[src/rtl/fj_pkg.sv]
package fj_pkg;
  localparam int unsigned STEPS = 2;

  typedef enum logic [2:0] {
    ST_IDLE   = 3'd0,
    ST_STEP0  = 3'd1,
    ST_STEP1  = 3'd2,
    ST_HOLD   = 3'd3,
    ST_RETURN = 3'd4
  } seq_state_t;
endpackage

[src/rtl/fj_ack_join.sv]
module fj_ack_join #(
  parameter int unsigned W = 2
) (
  input  logic [W-1:0] ack_i,
  output logic         all_hi_o,
  output logic         all_lo_o
);
  always_comb begin
    all_hi_o = &ack_i;
    all_lo_o = ~|ack_i;
  end
endmodule

[src/rtl/fj_proc_slot.sv]
module fj_proc_slot (
  input  logic clk,
  input  logic rst_n,
  input  logic set_i,
  input  logic clr_i,
  input  logic ack_i,
  output logic req_o
);
  logic req_q;
  logic req_d;
  logic req_en;

  always_comb begin
    req_en = clr_i | (set_i & ~ack_i);
    req_d  = ~clr_i;
  end

  always_ff @(posedge clk or negedge rst_n) begin
    if (!rst_n) begin
      req_q <= 1'b0;
    end else if (req_en) begin
      req_q <= req_d;
    end
  end

  assign req_o = req_q;

  // a request never rises against its own high acknowledge
  assert_no_rise_on_ack_R7: assert property (@(posedge clk) disable iff (!rst_n)
    $rose(req_q) |-> !$past(ack_i));
endmodule

[src/rtl/fj_seq_fsm.sv]
module fj_seq_fsm
  import fj_pkg::*;
(
  input  logic             clk,
  input  logic             rst_n,
  input  logic             up_req_i,
  input  logic [STEPS-1:0] step_hi_i,
  input  logic             all_lo_i,
  output logic [STEPS-1:0] step_set_o,
  output logic             clr_o,
  output logic             up_ack_o
);
  seq_state_t st_q, st_d;
  logic       ack_q, ack_d, ack_en;

  always_comb begin
    st_d       = st_q;
    step_set_o = '0;
    clr_o      = 1'b0;
    ack_en     = 1'b0;
    ack_d      = ack_q;
    unique case (st_q)
      ST_IDLE: begin
        if (up_req_i && all_lo_i) begin
          step_set_o[0] = 1'b1;
          st_d          = ST_STEP0;
        end
      end
      ST_STEP0: begin
        if (step_hi_i[0]) begin
          step_set_o[1] = 1'b1;
          st_d          = ST_STEP1;
        end
      end
      ST_STEP1: begin
        if (step_hi_i[1]) begin
          ack_en = 1'b1;
          ack_d  = 1'b1;
          st_d   = ST_HOLD;
        end
      end
      ST_HOLD: begin
        if (!up_req_i) begin
          clr_o = 1'b1;
          st_d  = ST_RETURN;
        end
      end
      ST_RETURN: begin
        if (all_lo_i) begin
          ack_en = 1'b1;
          ack_d  = 1'b0;
          st_d   = ST_IDLE;
        end
      end
      default: st_d = ST_IDLE;
    endcase
  end

  always_ff @(posedge clk or negedge rst_n) begin
    if (!rst_n) begin
      st_q <= ST_IDLE;
    end else begin
      st_q <= st_d;
    end
  end

  always_ff @(posedge clk or negedge rst_n) begin
    if (!rst_n) begin
      ack_q <= 1'b0;
    end else if (ack_en) begin
      ack_q <= ack_d;
    end
  end

  assign up_ack_o = ack_q;

  // step 0 is only launched from idle by a live parent request
  assert_fork_from_idle_R2: assert property (@(posedge clk) disable iff (!rst_n)
    (st_q == ST_STEP0 && $past(st_q) != ST_STEP0) |-> $past(up_req_i));
endmodule

[src/rtl/fj_seq_ctrl.sv]
module fj_seq_ctrl
  import fj_pkg::*;
#(
  parameter int unsigned PROCS = 2
) (
  input  logic                     clk,
  input  logic                     rst_n,
  input  logic                     up_req_i,
  output logic                     up_ack_o,
  output logic [STEPS*PROCS-1:0]   proc_req_o,
  input  logic [STEPS*PROCS-1:0]   proc_ack_i
);
  localparam int unsigned TOTAL = STEPS * PROCS;

  logic [1:0]       rst_sync_q;
  logic             rst_q;
  logic [STEPS-1:0] step_hi;
  logic [STEPS-1:0] step_lo;
  logic [STEPS-1:0] step_set;
  logic             clr;
  logic             all_lo;

  always_ff @(posedge clk or negedge rst_n) begin
    if (!rst_n) begin
      rst_sync_q <= 2'b00;
    end else begin
      rst_sync_q <= {rst_sync_q[0], 1'b1};
    end
  end
  assign rst_q = rst_sync_q[1];

  for (genvar s = 0; s < STEPS; s++) begin : g_join
    fj_ack_join #(.W(PROCS)) u_join (
      .ack_i    (proc_ack_i[s*PROCS +: PROCS]),
      .all_hi_o (step_hi[s]),
      .all_lo_o (step_lo[s])
    );
  end

  assign all_lo = &step_lo;

  fj_seq_fsm u_fsm (
    .clk        (clk),
    .rst_n      (rst_q),
    .up_req_i   (up_req_i),
    .step_hi_i  (step_hi),
    .all_lo_i   (all_lo),
    .step_set_o (step_set),
    .clr_o      (clr),
    .up_ack_o   (up_ack_o)
  );

  for (genvar k = 0; k < TOTAL; k++) begin : g_slot
    fj_proc_slot u_slot (
      .clk   (clk),
      .rst_n (rst_q),
      .set_i (step_set[k / PROCS]),
      .clr_i (clr),
      .ack_i (proc_ack_i[k]),
      .req_o (proc_req_o[k])
    );
  end

  // step 1 starts only after every step-0 acknowledge was high
  assert_join_step0_R3: assert property (@(posedge clk) disable iff (!rst_q)
    $rose(|proc_req_o[TOTAL-1:PROCS]) |-> &$past(proc_ack_i[PROCS-1:0]));

  // parent acknowledge rises only with every child acknowledge high
  assert_join_all_R4: assert property (@(posedge clk) disable iff (!rst_q)
    $rose(up_ack_o) |-> &$past(proc_ack_i));

  // requests drop only once the parent request has been sampled low
  assert_drop_after_parent_R5: assert property (@(posedge clk) disable iff (!rst_q)
    $fell(|proc_req_o) |-> !$past(up_req_i));

  // parent acknowledge withdrawn only after every child returned to zero
  assert_return_complete_R6: assert property (@(posedge clk) disable iff (!rst_q)
    $fell(up_ack_o) |-> (!$past(|proc_ack_i) && !$past(|proc_req_o)));

  // a new round never overlaps the idling phase of the previous one
  assert_no_overlap_R8: assert property (@(posedge clk) disable iff (!rst_q)
    $rose(|proc_req_o[PROCS-1:0]) |-> (!$past(up_ack_o) && !$past(|proc_ack_i)));
endmodule

[config.mk]
export PLATFORM = sky130hd
export DESIGN_NAME = fj_seq_ctrl
export DESIGN_NICKNAME = d
export VERILOG_FILES = /design/src/rtl/fj_pkg.sv /design/src/rtl/fj_ack_join.sv /design/src/rtl/fj_proc_slot.sv /design/src/rtl/fj_seq_fsm.sv /design/src/rtl/fj_seq_ctrl.sv
export SDC_FILE = /design/constraint.sdc
export NUM_CORES = 1
export LEC_CHECK = 0
export ABC_AREA = 1
export BUFFER_PORTS_ARGS = -buffer_cell sky130_fd_sc_hd__buf_2
export CORE_AREA = 4 4 41 43
export DETAILED_ROUTE_END_ITERATION = 8
export DIE_AREA = 0 0 45 47
export SLEW_MARGIN = 40
export SYNTH_ARGS = -nofsm -noshare
export SYNTH_HDL_FRONTEND = slang
export SYNTH_SLANG_ARGS = --single-unit
[constraint.sdc]
create_clock -name clk -period 0.8 [get_ports clk]
set_input_delay 0.16 -clock clk [delete_from_list [all_inputs] [get_ports clk]]
set_output_delay 0.16 -clock clk [all_outputs]
set_load 0.02 [all_outputs]
Word-level counts from Yosys, hierarchy flattened
Cells that the tools add are included.
W data, S select, Z words.
- register bits: 10
- input port bits: 7
- output and inout bits: 5
- logic and storage cells: 59
- eq/ne operators: 9
- multiplexer cells: 18
- bitwise operators: 13
- reductions and logical operators: 12
- operators by type and width (cell ; number):
    $mux W3 ; 5
    $pmux W3 S5 ; 1
    $mux W1 ; 10
    $eq A3 B2 Y1 const B ; 2
    $ne A2 B2 Y1 const B ; 3
    $reduce_and A2 Y1 ; 3
    $not A1 Y1 ; 5
    $reduce_and A5 Y1 ; 1
    $and A1 B1 Y1 ; 4
    $ne A2 B1 Y1 const B ; 2
    $or A1 B1 Y1 ; 4
    $pmux W1 S2 ; 2
    $reduce_and A4 Y1 ; 1
    $reduce_or A2 Y1 ; 2
    $eq A3 B1 Y1 const B ; 1
    $eq A3 B3 Y1 const B ; 1
    $logic_not A3 Y1 ; 1
    $logic_not A1 Y1 ; 2
    $reduce_bool A2 Y1 ; 1
    $logic_and A1 B1 Y1 ; 1

Logic depth before layout (Yosys ltp)
- depth after elaboration: 8
- gate-level depth with buffers: 8

Cells and area by module
Synthesis repeated with hierarchy kept, for this count alone.
- cell total of the unflattened synthesis: 67
- area, all modules: 523.0 µm²
- modules (own cells, without submodules) (module ; instances ; cells each ; area each (µm²)):
    fj_seq_fsm ; 1 ; 36 ; 259.0
    fj_proc_slot ; 4 ; 5 ; 45.0
    fj_seq_ctrl ; 1 ; 5 ; 61.3
    fj_ack_join ; 2 ; 3 ; 11.3

Least setup slack after synthesis
OpenSTA, ideal clock, no wires.
- path type: reg-to-reg
- from: register u_fsm.st_q[0]
- to: register u_fsm.st_q[0]
- setup time: 0.117 ns
- arrival time: 0.875 ns
- setup slack: -0.193 ns
- cell stages (with the launch flop): 7
- buffers on the path: 0
- path through: dfrtp_1 > nor2_1 > nand3_1 > nand2_1 > nor2_2 > nand3_1 > nand2_1
- cells in the longest elaborated chain, start to end: 3
- elaborated cells between the ends (all ways): 12
- those cells by class: eq/ne: 9; mux: 1; reduce/logical: 2
- RTL lines (element ; RTL line ; text):
    start, declared ; fj_seq_fsm.sv:13 ; seq_state_t st_q, st_d;
    start signal, assigned ; fj_seq_fsm.sv:63 ; st_q <= st_d;
    $eq A3 B3 Y1 (tied with other cells) ; fj_seq_fsm.sv:22 ; unique case (st_q)
    $ne A2 B1 Y1 (no line) / $ne A2 B2 Y1 (equally long branches) ; - ;
    $reduce_and A5 Y1 (no line) ; - ;
Several ways; a longest one is shown, not always the timed one.
A chain may end at the register's enable or synchronous reset.

Final worst setup path
- from: register u_fsm.st_q[1]
- to: register u_fsm.st_q[1]
The elaborated chain is that of the path after synthesis.

==> out/metrics.cfg <==
[outcome]
status = finished with violations
violations = setup timing

[global_routing]
grt_pass1_vias = 452
gr-total-overflow = 0
grt_max_degree = 9
grt_pass1_wl_mm = 1.73
grt.total_usage = 0.117
antenna_found_initial = 0

[yosys]
yosys_warnings = 0
synthesis.instances = 63
ys_seq_elements = 10
syn_avg_cell_area_um2 = 7.94
synth.distinct_cells = 15
synth-seq-area-share = 0.500
netlist_area_um2 = 500
synth_nets = 70

[pwr]
sequentialPowerShare = 0.351
peakVddDrop_mv = 2.13
p_leak_uw = 0.000359
clkPwrFrac = 0.161
comb_power_share = 0.487
pwr_density_cell_nw_per_um2 = 3780
power.share.switching = 0.391
p_sw_uw = 1080
p_int_uw = 1680

[placed_design]
pre_cts_slack_ps = -307
dpl.cell_count = 87
dpl-instance-area_um2 = 562
place_hpwl_um = 814
place_congestion = 0.757
port_buffers = 11

[final_layout]
num-fill-cells = 127
syn_to_final_growth_pct = 45.2
fin_nets = 91
final_area_um2 = 727
fin_util = 0.559
stdcell_count = 98
drive_gt1_frac = 0.482
diodes = 0

[die]
ios = 12
fp.dieW_um = 45
num_rows = 13
placeableCoreArea_um2 = 1300
dieHeight_um = 47
die_area_um2 = 2120
start_util = 0.385

[detailed_routing]
num_vias = 469
viasPerCell = 4.79
wire_per_inst_um = 11.3
remaining_drc_errors = 0
first_pass_iters = 2
drtIter0Drc = 6
routed_wl_mm = 1.11
final_antenna_net_count = 0

[setup_path]
path_max_fanout = 6
reg2reg_depth = 8
worstPathArrival_ps = 1240
required_ps = 950
rrSetupSlack_ps = -290
end_kind = flip-flop
r2r-end = u_fsm.st_q[1]
start_kind = flip-flop
worstSetupPathType = flip-flop to flip-flop
worstReg2RegStart = u_fsm.st_q[1]

[cts]
clockRootBuffer = clkbuf_4
clk_pin_slew_ps = 70
clk_latency_ps = 260
htree_levels = 1
numCtsBuffers = 3
clockBufferDepth = 2
cts_tree = done
cts_sinks = 10

[timing]
fin_crit_sh = 1.36
rsz0062_at_grt = true
final_max_slew_viol_count = 0
min_period_ps = 1090
final.setup.worst_slack_ps = -290
setup_viol = 13
fin_setup_tns_ps = -2680
hold_viol_final = 0
max_freq_mhz = 917
clock_skew_ps = 5.44

[flow_run]
max_cap_violations = 0

[min_path]
hold_path.class = flip-flop to asynchronous set/reset pin

[kinds of logic after synthesis]
logic type | share of synthesized area
AOI/OAI and AO/OA | 0.0675
DFF | 0.500
other | 0.00749
buffers and inverters | 0.120
and+or+nand+nor | 0.305
[stage by stage]
stage / power, uW / hold slack (ps)
after floorplan: 1620 / -136
after global placement: 1790 / -54.2
after detailed placement: 1810 / -53.4
after CTS: 2610 / 141
after global routing: 2960 / 163
final: 2750 / 125
[worst max-delay path by stage]
stage / slack [ps] / cells past startpoint / startpoint / end
final: -290 / 8 / u_fsm.st_q[1] / u_fsm.st_q[1]
after global routing: -360 / 3 / u_fsm.st_q[0] / g_slot[1].u_slot.req_o
after CTS: -290 / 8 / u_fsm.st_q[1] / u_fsm.st_q[1]
after detailed placement: -310 / 8 / u_fsm.st_q[1] / u_fsm.st_q[1]
after global placement: -280 / 8 / u_fsm.st_q[1] / u_fsm.st_q[1]
after floorplan: -190 / 8 / u_fsm.st_q[1] / u_fsm.st_q[0]
[state kept, by name (all words and copies together) (netlist names)]
signal and flops:
u_fsm.st_q 3, rst_sync_q 2, g_slot.u_slot.req_o 4, u_fsm.up_ack_o 1
[per-layer routing]
| layer | global-route usage | part of all wire |
|---|---|---|
| met1 | 0.120 | 0.39 |
| met2 | 0.203 | 0.54 |
| met3 | 0.0536 | 0.066 |
| met4 | 0.0526 | 0.0081 |
| met5 | 0 | 0 |
[area by class of cell]
type | instances | area [um2] | share of cell area
inverter | 8 | 30.0 | 0.0413
multi-input combinational | 41 | 231 | 0.318
clock buffer | 4 | 36.3 | 0.0499
sequential | 10 | 254 | 0.349
timing repair buffer | 20 | 156 | 0.215
tap | 15 | 18.8 | 0.0258
[placed cells by master, fill, tap and decap left out, types with 2 or more instances in the layout]
| cell | synthesis | final |
|---|---|---|
| a21oi_1 | 4 | 3 |
| nor2_2 | 3 | 7 |
| nand4_1 | 2 | 2 |
| dfrtp_2 | 0 | 3 |
| buf_4 | 4 | 8 |
| nand2_1 | 13 | 12 |
| nor2_1 | 7 | 2 |
| buf_2 | 0 | 6 |
| nand3_1 | 7 | 7 |
| clkbuf_4 | 0 | 3 |
| dfrtp_1 | 10 | 7 |
| inv_1 | 7 | 7 |
| nand2_2 | 1 | 2 |
| buf_6 | 0 | 5 |
[power groups by stage]
stage               registers [uW]  logic [uW]  clock network, uW
CTS                            936        1210                464
global route                   996        1480                488
floorplan                      864         760                  0
global placement               877         916                  0
detailed placement             881         927                  0
finish                         967        1340                444
[Yosys cell counts]
| cell | number | area (um2) |
|---|---|---|
| o21ai_0 | 1 | 5.00 |
| nor2_2 | 3 | 18.8 |
| nand2_1 | 13 | 48.8 |
| inv_2 | 1 | 3.75 |
| nor2_1 | 7 | 26.3 |
| nand4_1 | 2 | 12.5 |
| nor3_1 | 1 | 5.00 |
| conb_1 | 1 | 3.75 |
| nand2_2 | 1 | 6.26 |
| inv_1 | 7 | 26.3 |
| buf_4 | 4 | 30.0 |
| nand3_1 | 7 | 35.0 |
| dfrtp_1 | 10 | 250 |
| o2bb2ai_1 | 1 | 8.76 |
| a21oi_1 | 4 | 20.0 |
[critical path, stage by stage (launching register included)]
cell and delay [ps]:
dfrtp_2 460, inv_2 70, nand2_2 40, nor2_2 100, nand2_1 80, nand2_1 70
nor2_2 40, nand3_1 60, nand2_1 50
[repair_timing]
action | in CTS | in global routing
endpoints found under the setup margin | 13 | 13
resized for setup | 19 | 4
buffers inserted | 3 | 3
cloned | 0 | 0
hold buffers | 1 | 0
pin swaps | 4 | 3
endpoints found under the hold margin | 2 | 0
No activity file was read; power rests on OpenSTA's default activity.
